<file path="src/rtl/hport_pkg.sv">
package hport_pkg;

    typedef enum logic [1:0] {
        SPD_CODE0 = 2'd0,
        SPD_CODE1 = 2'd1,
        SPD_CODE2 = 2'd2,
        SPD_CODE3 = 2'd3
    } hport_speed_e;

    typedef struct packed {
        logic [1:0] spare;
        logic       clr_en_evt;
        logic       clr_conn_evt;
        logic       spare3;
        logic       int_en;
        logic       rst_req;
        logic       pwr;
    } hport_ctl_t;

    typedef struct packed {
        logic conn_set;
        logic en_set;
        logic conn_clr;
        logic en_clr;
    } hport_evt_req_t;

    function automatic hport_ctl_t hport_decode(input logic [7:0] w);
        return hport_ctl_t'(w);
    endfunction

    function automatic int unsigned hport_min_cycles(input int unsigned khz,
                                                     input int unsigned ms);
        return (khz * ms == 0) ? 1 : khz * ms;
    endfunction

endpackage

</file>
<file path="src/rtl/hport_rst_timer.sv">
module hport_rst_timer #(
    parameter int unsigned MIN_CYC = 10
) (
    input  logic clk,
    input  logic rst,
    input  logic we,
    input  logic req_bit,
    output logic rst_o,
    output logic start_o,
    output logic release_o
);
    localparam int CW = $clog2(MIN_CYC + 1);
    localparam logic [CW-1:0] LOAD = CW'(MIN_CYC);

    logic          req_q, req_d;
    logic [CW-1:0] cnt_q, cnt_d;
    logic          rst_q, rst_d;

    always_comb begin
        req_d   = we ? req_bit : req_q;
        start_o = req_d & ~rst_q;
        if (start_o)
            cnt_d = LOAD;
        else if (cnt_q != '0)
            cnt_d = cnt_q - 1'b1;
        else
            cnt_d = '0;
        rst_d     = req_d | (cnt_d != '0);
        release_o = rst_q & ~rst_d;
    end

    always_ff @(posedge clk) begin
        if (rst) begin
            req_q <= 1'b0;
            cnt_q <= '0;
            rst_q <= 1'b0;
        end else begin
            req_q <= req_d;
            cnt_q <= cnt_d;
            rst_q <= rst_d;
        end
    end

    assign rst_o = rst_q;

    // run-length counter used only by the check below
    logic [CW-1:0] run_q;
    always_ff @(posedge clk) begin
        if (rst)
            run_q <= '0;
        else if (!rst_q)
            run_q <= '0;
        else if (run_q != LOAD)
            run_q <= run_q + 1'b1;
    end


    rst_min_len_chk: assert property (@(posedge clk) disable iff (rst)
        $fell(rst_q) |-> ($past(run_q) + 1'b1 >= LOAD) || ($past(run_q) == LOAD));


    rst_follows_req_chk: assert property (@(posedge clk) disable iff (rst)
        req_q |-> rst_q);

endmodule

</file>
<file path="src/rtl/hport_link.sv">
module hport_link
    import hport_pkg::*;
(
    input  logic         clk,
    input  logic         rst,
    input  logic         pwr_q,
    input  logic         attach_i,
    input  hport_speed_e dev_speed_i,
    input  logic         start_i,
    input  logic         release_i,
    output logic         att_chg_o,
    output logic         en_o,
    output logic         en_chg_o,
    output hport_speed_e spd_o
);
    logic         att_q, eff;
    logic         rise, fall;
    logic         en_q, en_d;
    hport_speed_e spd_q, spd_d;

    always_comb begin
        eff  = pwr_q & attach_i;
        rise = eff & ~att_q;
        fall = ~eff & att_q;
        en_d  = en_q;
        spd_d = spd_q;
        if (fall) begin
            en_d  = 1'b0;
            spd_d = SPD_CODE0;
        end else if (start_i) begin
            en_d = 1'b0;
        end else if (release_i && eff) begin
            en_d  = 1'b1;
            spd_d = dev_speed_i;
        end
    end

    always_ff @(posedge clk) begin
        if (rst) begin
            att_q <= 1'b0;
            en_q  <= 1'b0;
            spd_q <= SPD_CODE0;
        end else begin
            att_q <= eff;
            en_q  <= en_d;
            spd_q <= spd_d;
        end
    end

    assign att_chg_o = rise | fall;
    assign en_chg_o  = en_d ^ en_q;
    assign en_o      = en_q;
    assign spd_o     = en_q ? spd_q : SPD_CODE0;


    unpowered_disabled_chk: assert property (@(posedge clk) disable iff (rst)
        !pwr_q |=> !en_q);


    no_attach_unpowered_chk: assert property (@(posedge clk) disable iff (rst)
        !pwr_q |=> !att_q);

endmodule

</file>
<file path="src/rtl/hport_evt.sv">
module hport_evt
    import hport_pkg::*;
(
    input  logic           clk,
    input  logic           rst,
    input  hport_evt_req_t req,
    input  logic           int_en,
    input  logic           glb_ie,
    output logic           conn_evt_o,
    output logic           en_evt_o,
    output logic           irq_o
);
    logic conn_q, en_q;

    always_ff @(posedge clk) begin
        if (rst) begin
            conn_q <= 1'b0;
            en_q   <= 1'b0;
        end else begin
            conn_q <= req.conn_set | (conn_q & ~req.conn_clr);
            en_q   <= req.en_set   | (en_q   & ~req.en_clr);
        end
    end

    assign conn_evt_o = conn_q;
    assign en_evt_o   = en_q;
    assign irq_o      = glb_ie & int_en & (conn_q | en_q);


    conn_sticky_chk: assert property (@(posedge clk) disable iff (rst)
        (conn_q && !req.conn_clr) |=> conn_q);


    en_set_wins_chk: assert property (@(posedge clk) disable iff (rst)
        req.en_set |=> en_q);

endmodule

</file>
<file path="src/rtl/hport_ctrl.sv">
module hport_ctrl
    import hport_pkg::*;
#(
    parameter int unsigned CLK_KHZ = 250000,
    parameter int unsigned RST_MS  = 10
) (
    input  logic       clk,
    input  logic       rst,
    input  logic       ctl_we,
    input  logic [7:0] ctl_wdata,
    input  logic       glb_ie_i,
    input  logic       attach_i,
    input  logic [1:0] dev_speed_i,
    output logic       port_pwr_o,
    output logic       bus_rst_o,
    output logic       port_en_o,
    output logic [1:0] speed_o,
    output logic       conn_evt_o,
    output logic       en_evt_o,
    output logic       irq_o
);
    localparam int unsigned MIN_CYC = hport_min_cycles(CLK_KHZ, RST_MS);

    hport_ctl_t     ctl;
    logic           pwr_q, ie_q;
    logic           rst_start, rst_release;
    logic           att_chg, en_chg;
    hport_speed_e   spd;
    hport_evt_req_t ereq;

    assign ctl = hport_decode(ctl_wdata);

    always_ff @(posedge clk) begin
        if (rst) begin
            pwr_q <= 1'b0;
            ie_q  <= 1'b0;
        end else if (ctl_we) begin
            pwr_q <= ctl.pwr;
            ie_q  <= ctl.int_en;
        end
    end

    hport_rst_timer #(.MIN_CYC(MIN_CYC)) u_tmr (
        .clk       (clk),
        .rst       (rst),
        .we        (ctl_we),
        .req_bit   (ctl.rst_req),
        .rst_o     (bus_rst_o),
        .start_o   (rst_start),
        .release_o (rst_release)
    );

    hport_link u_link (
        .clk         (clk),
        .rst         (rst),
        .pwr_q       (pwr_q),
        .attach_i    (attach_i),
        .dev_speed_i (hport_speed_e'(dev_speed_i)),
        .start_i     (rst_start),
        .release_i   (rst_release),
        .att_chg_o   (att_chg),
        .en_o        (port_en_o),
        .en_chg_o    (en_chg),
        .spd_o       (spd)
    );

    always_comb begin
        ereq.conn_set = att_chg;
        ereq.en_set   = en_chg;
        ereq.conn_clr = ctl_we & ctl.clr_conn_evt;
        ereq.en_clr   = ctl_we & ctl.clr_en_evt;
    end

    hport_evt u_evt (
        .clk        (clk),
        .rst        (rst),
        .req        (ereq),
        .int_en     (ie_q),
        .glb_ie     (glb_ie_i),
        .conn_evt_o (conn_evt_o),
        .en_evt_o   (en_evt_o),
        .irq_o      (irq_o)
    );

    assign port_pwr_o = pwr_q;
    assign speed_o    = spd;


    en_after_reset_chk: assert property (@(posedge clk) disable iff (rst)
        $rose(port_en_o) |-> $past(bus_rst_o) && !bus_rst_o);


    speed_gated_chk: assert property (@(posedge clk) disable iff (rst)
        !port_en_o |-> speed_o == 2'd0);


    en_low_in_reset_chk: assert property (@(posedge clk) disable iff (rst)
        $rose(bus_rst_o) |-> !port_en_o);


    irq_needs_global_chk: assert property (@(posedge clk) disable iff (rst)
        irq_o |-> glb_ie_i && (conn_evt_o || en_evt_o));

endmodule

</file>
<file path="config.mk">
export PLATFORM = sky130hd
export DESIGN_NAME = hport_ctrl
export DESIGN_NICKNAME = d
export VERILOG_FILES = /design/src/rtl/hport_pkg.sv /design/src/rtl/hport_rst_timer.sv /design/src/rtl/hport_link.sv /design/src/rtl/hport_evt.sv /design/src/rtl/hport_ctrl.sv
export SDC_FILE = /design/constraint.sdc
export NUM_CORES = 1
export LEC_CHECK = 0
export BUFFER_PORTS_ARGS = -buffer_cell sky130_fd_sc_hd__buf_2
export CAP_MARGIN = 20
export CORE_MARGIN = 4
export CORE_UTILIZATION = 45
export CTS_CLUSTER_DIAMETER = 120
export CTS_CLUSTER_SIZE = 12
export DETAILED_ROUTE_END_ITERATION = 10
export PLACE_DENSITY = 0.68
export RECOVER_POWER = 50
export SYNTH_ARGS = -nofsm -noshare
export SYNTH_HDL_FRONTEND = slang
export SYNTH_SLANG_ARGS = --single-unit
</file>
<file path="constraint.sdc">
create_clock -name clk -period 2.8 [get_ports clk]
set_input_delay 0.56 -clock clk [delete_from_list [all_inputs] [get_ports clk]]
set_output_delay 0.56 -clock clk [all_outputs]
set_load 0.005 [all_outputs]
</file>
# After elaboration in Yosys (flattened, before gate mapping)
# Cells that the tools add are included.
[totals]
romBits = 0
latchBits = 0
mem_bits_rw = 0
word_cells = 47
out_inout_bits = 8
reg_bits = 32
inputBits = 15
n_memories = 0
[op_classes]
reduce_logical = 5
multipliers = 0
n_eq_ne = 0
mux = 7
bitwise = 24
n_addsub = 1
div_mod_pow = 0
shift = 0
magnitude_cmp = 0
[op_table]
columns = ["op", "count"]
rows = [
  ["two-way mux 22 bit", 2],
  ["nonzero test 22 bit", 2],
  ["subtractor 22 x 1 -> 22 bit, second input constant", 1],
  ["AND 1 bit", 11],
  ["inverter 1 bit", 7],
  ["bitwise OR 1 bit", 5],
  ["two-way mux 1 bit", 4],
  ["two-way mux 2 bit", 1],
  ["AND reduction 2 bit", 1],
  ["OR reduction 2 bit", 1],
  ["logical AND 1 bit", 1],
  ["bitwise XOR 1 bit", 1],
]

# Longest topological paths before layout
[logic_depth]
ltp_word = 13
mapped_depth = 10

# Cells and area by module
# From an unflattened synthesis, not the netlist that was laid out.
[hier_totals]
cells_unflattened = 214
hier_area_um2 = 1821.7
[by_module_without_submodules]
columns = ["module", "area_per_inst_um2", "cells_per_inst", "seq_area_each_um2", "instances"]
rows = [
  ["hport_rst_timer", 1447.6, 175, 480.5, 1],
  ["hport_link", 211.5, 22, 80.1, 1],
  ["hport_ctrl", 82.6, 8, 40.0, 1],
  ["hport_evt", 80.1, 9, 40.0, 1],
]

# Worst setup path before layout
# Ideal clock, no wire load.
[synth_path]
kind = "flip-flop to flip-flop"
start = "register u_tmr.cnt_q[0]"
end = "register u_evt.en_q, in the netlist u_evt.en_evt_o"
t_required_ps = 2726
synth_period_minus_slack_ps = 2875
slack_ps = -75
arrival_ps = 2801
path_stages_with_launch = 10
n_path_buf = 0
cell_sequence = "dfxtp_1 -> inv_1 -> ha_1 -> or3b_2 -> or4_4 -> o41ai_4 -> a41oi_1 -> o41a_1 -> or4_1 -> a31oi_1"
[synth_between]
elab_chain_len = 13
[synth_rtl]
columns = ["item", "line", "text"]
rows = [
  ["start, declared", "hport_rst_timer.sv:16", "logic [CW-1:0] cnt_q, cnt_d;"],
  ["start signal, assigned", "hport_rst_timer.sv:39", "cnt_q <= cnt_d;"],
  ["subtractor 22 x 1 -> 22 bit / nonzero test 22 bit (equally long branches)", "hport_rst_timer.sv:25, hport_rst_timer.sv:24", ""],
  ["two-way mux 22 bit *", "hport_rst_timer.sv:24", "else if (cnt_q != '0)"],
  ["two-way mux 22 bit *", "hport_rst_timer.sv:22", "if (start_o)"],
  ["nonzero test 22 bit *", "hport_rst_timer.sv:28", "rst_d = req_d | (cnt_d != '0);"],
  ["bitwise OR 1 bit *", "hport_rst_timer.sv:28", ""],
  ["inverter 1 bit *", "hport_rst_timer.sv:29", "release_o = rst_q & ~rst_d;"],
  ["AND 1 bit *", "hport_rst_timer.sv:29", ""],
  ["logical AND 1 bit *", "hport_link.sv:32", "end else if (release_i && eff) begin"],
  ["two-way mux 1 bit *", "hport_link.sv:32", ""],
  ["two-way mux 1 bit *", "hport_link.sv:30", "end else if (start_i) begin"],
  ["two-way mux 1 bit *", "hport_link.sv:27", "if (fall) begin"],
  ["bitwise XOR 1 bit *", "hport_link.sv:51", "assign en_chg_o = en_d ^ en_q;"],
  ["bitwise OR 1 bit *", "hport_evt.sv:21", "en_q <= req.en_set | (en_q & ~req.en_clr);"],
  ["end signal, assigned", "hport_evt.sv:21", ""],
  ["end, declared", "hport_evt.sv:13", "logic conn_q, en_q;"],
]
# Mark *: on every way between the ends. The rest lies on a longest branch, timed or not.
# A chain may end at the register's enable or synchronous reset.

# Worst setup path after layout
# Same ends and word-level chain as after synthesis.

==> flow_summary.json <==
{
  "seq_area_frac_synth_pct": 39.6,
  "path_class": "reg2reg",
  "rsz0062_at_grt": "yes",
  "intPower_mw": 1.35,
  "fillers": 352,
  "clk_latency_ps": 330,
  "holdPathEnd": "ie_q",
  "ctsHoldBuffers": 0,
  "antenna_found_initial": 0,
  "comb_power_share_pct": 59.5,
  "grtUsageMet1_pct": 23.2,
  "drt_iter0_drc": 59,
  "final.setup_skew_ps": 4.73,
  "syn_nets": 213,
  "grt_pass1_vias": 1421,
  "p_sw_mw": 1.01,
  "setup_tns_ps": 0,
  "hpwl_um": 2710,
  "viasPerCell": 5.28,
  "synthCells": 196,
  "switching_share_pct": 42.7,
  "cts_buffer_depth": 2,
  "htreeDepth": 2,
  "fin_crit_sh_pct": 97.0,
  "cts_tree": "yes",
  "yosys-top-cells-area": "dfxtp_1, nor2_1, xnor2_1",
  "core_um2": 3420,
  "drive_above_1_share_pct": 21.7,
  "rr_startpoint": "u_tmr.cnt_q[0]",
  "synthArstFlopShare_pct": 0,
  "cts_sinks": 32,
  "utilization_pct": 57.4,
  "tightest_slew_ps": 512,
  "rr_endpoint": "u_evt.en_evt_o",
  "p_per_area_nw_per_um2": 1200,
  "cap_violations": 0,
  "end_kind": "register",
  "worstRegToRegCells": 9,
  "detail-route-antenna-nets": 0,
  "busiest_layer": "met2",
  "setup_viol": 0,
  "portBuffers": 19,
  "root_buffer": "clkbuf_4",
  "drc": 0,
  "hp-class": "in2reg",
  "maxSlewHeadroom_pct": 65.9,
  "die-height_um": 68.0,
  "grt-ovfl-total": 0,
  "setup_ws_ps": 84.8,
  "post-place-ws_ps": -5.80,
  "critPathArrivalTime_ps": 2980,
  "hold_viol": 0,
  "avgSynthCellArea_um2": 8.25,
  "met2_usage_pct": 25.4,
  "synth_ff_type": "dfxtp_1",
  "netlist.area_leader.share_pct": 39.6,
  "fin_crit_ps": 2720,
  "synth_cell_types": 38,
  "grt_usage_pct": 17.9,
  "io_pins": 23,
  "grt_max_degree": 18,
  "first_pass_iters": 4,
  "numCtsBuffers": 5,
  "cts_setup_buffers": 0,
  "leakage_nw": 0.829,
  "worstHoldStart": "ctl_wdata[2]",
  "pwr-share-clk_pct": 10.3,
  "place.gp.congestion": 0.901,
  "crit_required_ps": 3070,
  "routedWlPerCell_um": 12.5,
  "pwr-share-seq_pct": 30.2,
  "yosysWarningCount": 0,
  "num_rows": 21,
  "netlist_area_um2": 1620,
  "synth.largest_area_cell": "dfxtp_1",
  "slew_viol_final": 0,
  "clk_pin_slew_ps": 90,
  "synth_edf_count": 0,
  "start_util_pct": 47.4,
  "cp_max_fo": 2,
  "fmax_mhz": 368,
  "wirelength_um": 3520,
  "ir_drop_uv": 671,
  "num_antenna_cells": 0,
  "start_kind": "register",
  "outcome": "finished clean",
  "area_growth_pct": 21.3,
  "grt_first_pass_wirelength_um": 6170,
  "grt_use_met3_pct": 6.08,
  "final_nets": 252,
  "rrSetupSlack_ps": 80,
  "min_delay_path_depth": 3,
  "design.die.area_um2": 4620,
  "ys_ff_latch": 32,
  "num_vias": 1485,
  "die_w_um": 68.0
}
-- power by group through the flow --
stage,sequential [mW],combinational [mW],clock (mW)
5_1_grt,0.732,1.57,0.274
6_report,0.713,1.40,0.243
2_1_floorplan,0.727,0.944,0
3_3_place_gp,0.720,1.36,0
4_1_cts,0.713,1.39,0.254
3_5_place_dp,0.721,1.37,0
-- metrics by stage --
stage / hold WS, ps / area, um2 / power [mW] / instances
after floorplan: 441 / 1640 / 1.67 / 196
after global placement: 462 / 1910 / 2.08 / 274
after detailed placement: 463 / 1910 / 2.09 / 274
after CTS: 447 / 1960 / 2.35 / 281
after global routing: 457 / 1960 / 2.58 / 281
final: 463 / 1960 / 2.36 / 281
-- worst max-delay path by stage --
| stage | end | start | slack [ps] |
|---|---|---|---|
| 6_report | u_evt.en_evt_o | u_tmr.cnt_q[0] | 80 |
| 5_1_grt | u_evt.en_evt_o | u_tmr.cnt_q[11] | -40 |
| 4_1_cts | u_evt.en_evt_o | u_tmr.cnt_q[0] | 70 |
| 3_5_place_dp | u_evt.en_evt_o | u_tmr.cnt_q[0] | -6 |
| 3_3_place_gp | u_evt.en_evt_o | u_tmr.cnt_q[0] | 50 |
| 2_1_floorplan | u_evt.en_evt_o | u_tmr.cnt_q[0] | 3 |
-- cell usage after synthesis (all sizes together) (2+ instances only) --
| library cell | number |
|---|---|
| a21oi | 16 |
| a31oi | 2 |
| and2 | 3 |
| and3 | 2 |
| clkbuf | 6 |
| dfxtp | 32 |
| ha | 2 |
| inv | 4 |
| mux2i | 4 |
| nand2 | 18 |
| nand2b | 4 |
| nand3 | 2 |
| nand4 | 2 |
| nor2 | 32 |
| nor3 | 8 |
| nor4 | 6 |
| o211a | 2 |
| o21ai | 5 |
| o41ai | 2 |
| or2 | 4 |
| or3 | 5 |
| or4 | 5 |
| xnor2 | 10 |
| xor2 | 8 |
-- layer usage --
metal,part of all wire [%],wire length (um),up-vias
met5,0,0,-
met4,3.0,105,0
met3,3.6,126,10
met2,43,1500,17
met1,51,1790,682
li1,-,-,776
-- worst max-delay path, stage by stage, from the launching register on --
cell and delay [ps]:
dfxtp_2 330, inv_2 70, ha_4 130, or3b_4 370, or4_4 450, o41ai_4 250, a41oi_2 160, o41a_1 340
or4_1 420, a31oi_1 130
-- cells by family after synthesis --
family / count (synthesis) / share of synthesized area [%]
AOI/OAI and AO/OA: 34 / 14.3
xor gates and xnor gates: 18 / 9.74
adders and majority gates: 2 / 1.55
buffers and inverters: 11 / 2.63
DFF: 32 / 39.6
muxes: 4 / 2.47
and+or+nand+nor: 95 / 29.7
-- final cells by class --
type	count	area [um2]	share of cell area [%]
multi-input combinational	153	963	49.1
clock inverter	1	5.00	0.255
timing repair buffer	39	238	12.1
tap	46	57.6	2.93
inverter	4	15.0	0.765
sequential	32	642	32.7
clock buffer	6	41.3	2.10
-- layout by cell type, fill, tap and decap left out, types with 2 or more instances in the layout --
master     n
or4_1      4
nand2_1   18
buf_4     20
dfxtp_1   31
nor3_1     8
nand2b_1   4
a21oi_1   16
or3_1      5
a31oi_1    2
o211a_1    2
xnor2_1   10
nor2_1    32
o21ai_0    5
nand4_1    2
or2_2      3
nand3_1    2
buf_2     13
xor2_1     8
nor4_1     5
and3_1     2
clkbuf_4   5
and2_1     3
inv_1      3
clkbuf_1   7
mux2i_1    4
-- registers in the layout, indices dropped and copies added, names as in the netlist --
register,cells
u_tmr.cnt_q,22
u_tmr.req_q,1
u_evt.conn_evt_o,1
u_evt.en_evt_o,1
ie_q,1
port_pwr_o,1
u_link.att_q,1
u_tmr.rst_o,1
u_link.spd_q,2
u_link.en_o,1
-- timing repair --
action                                  CTS  global route
hold endpoints to repair                  0             0
gates cloned                              0             0
pin swaps                                 0             0
endpoints found under the setup margin    1             1
resized for setup                         2             1
(Power assumes the default switching activity.)
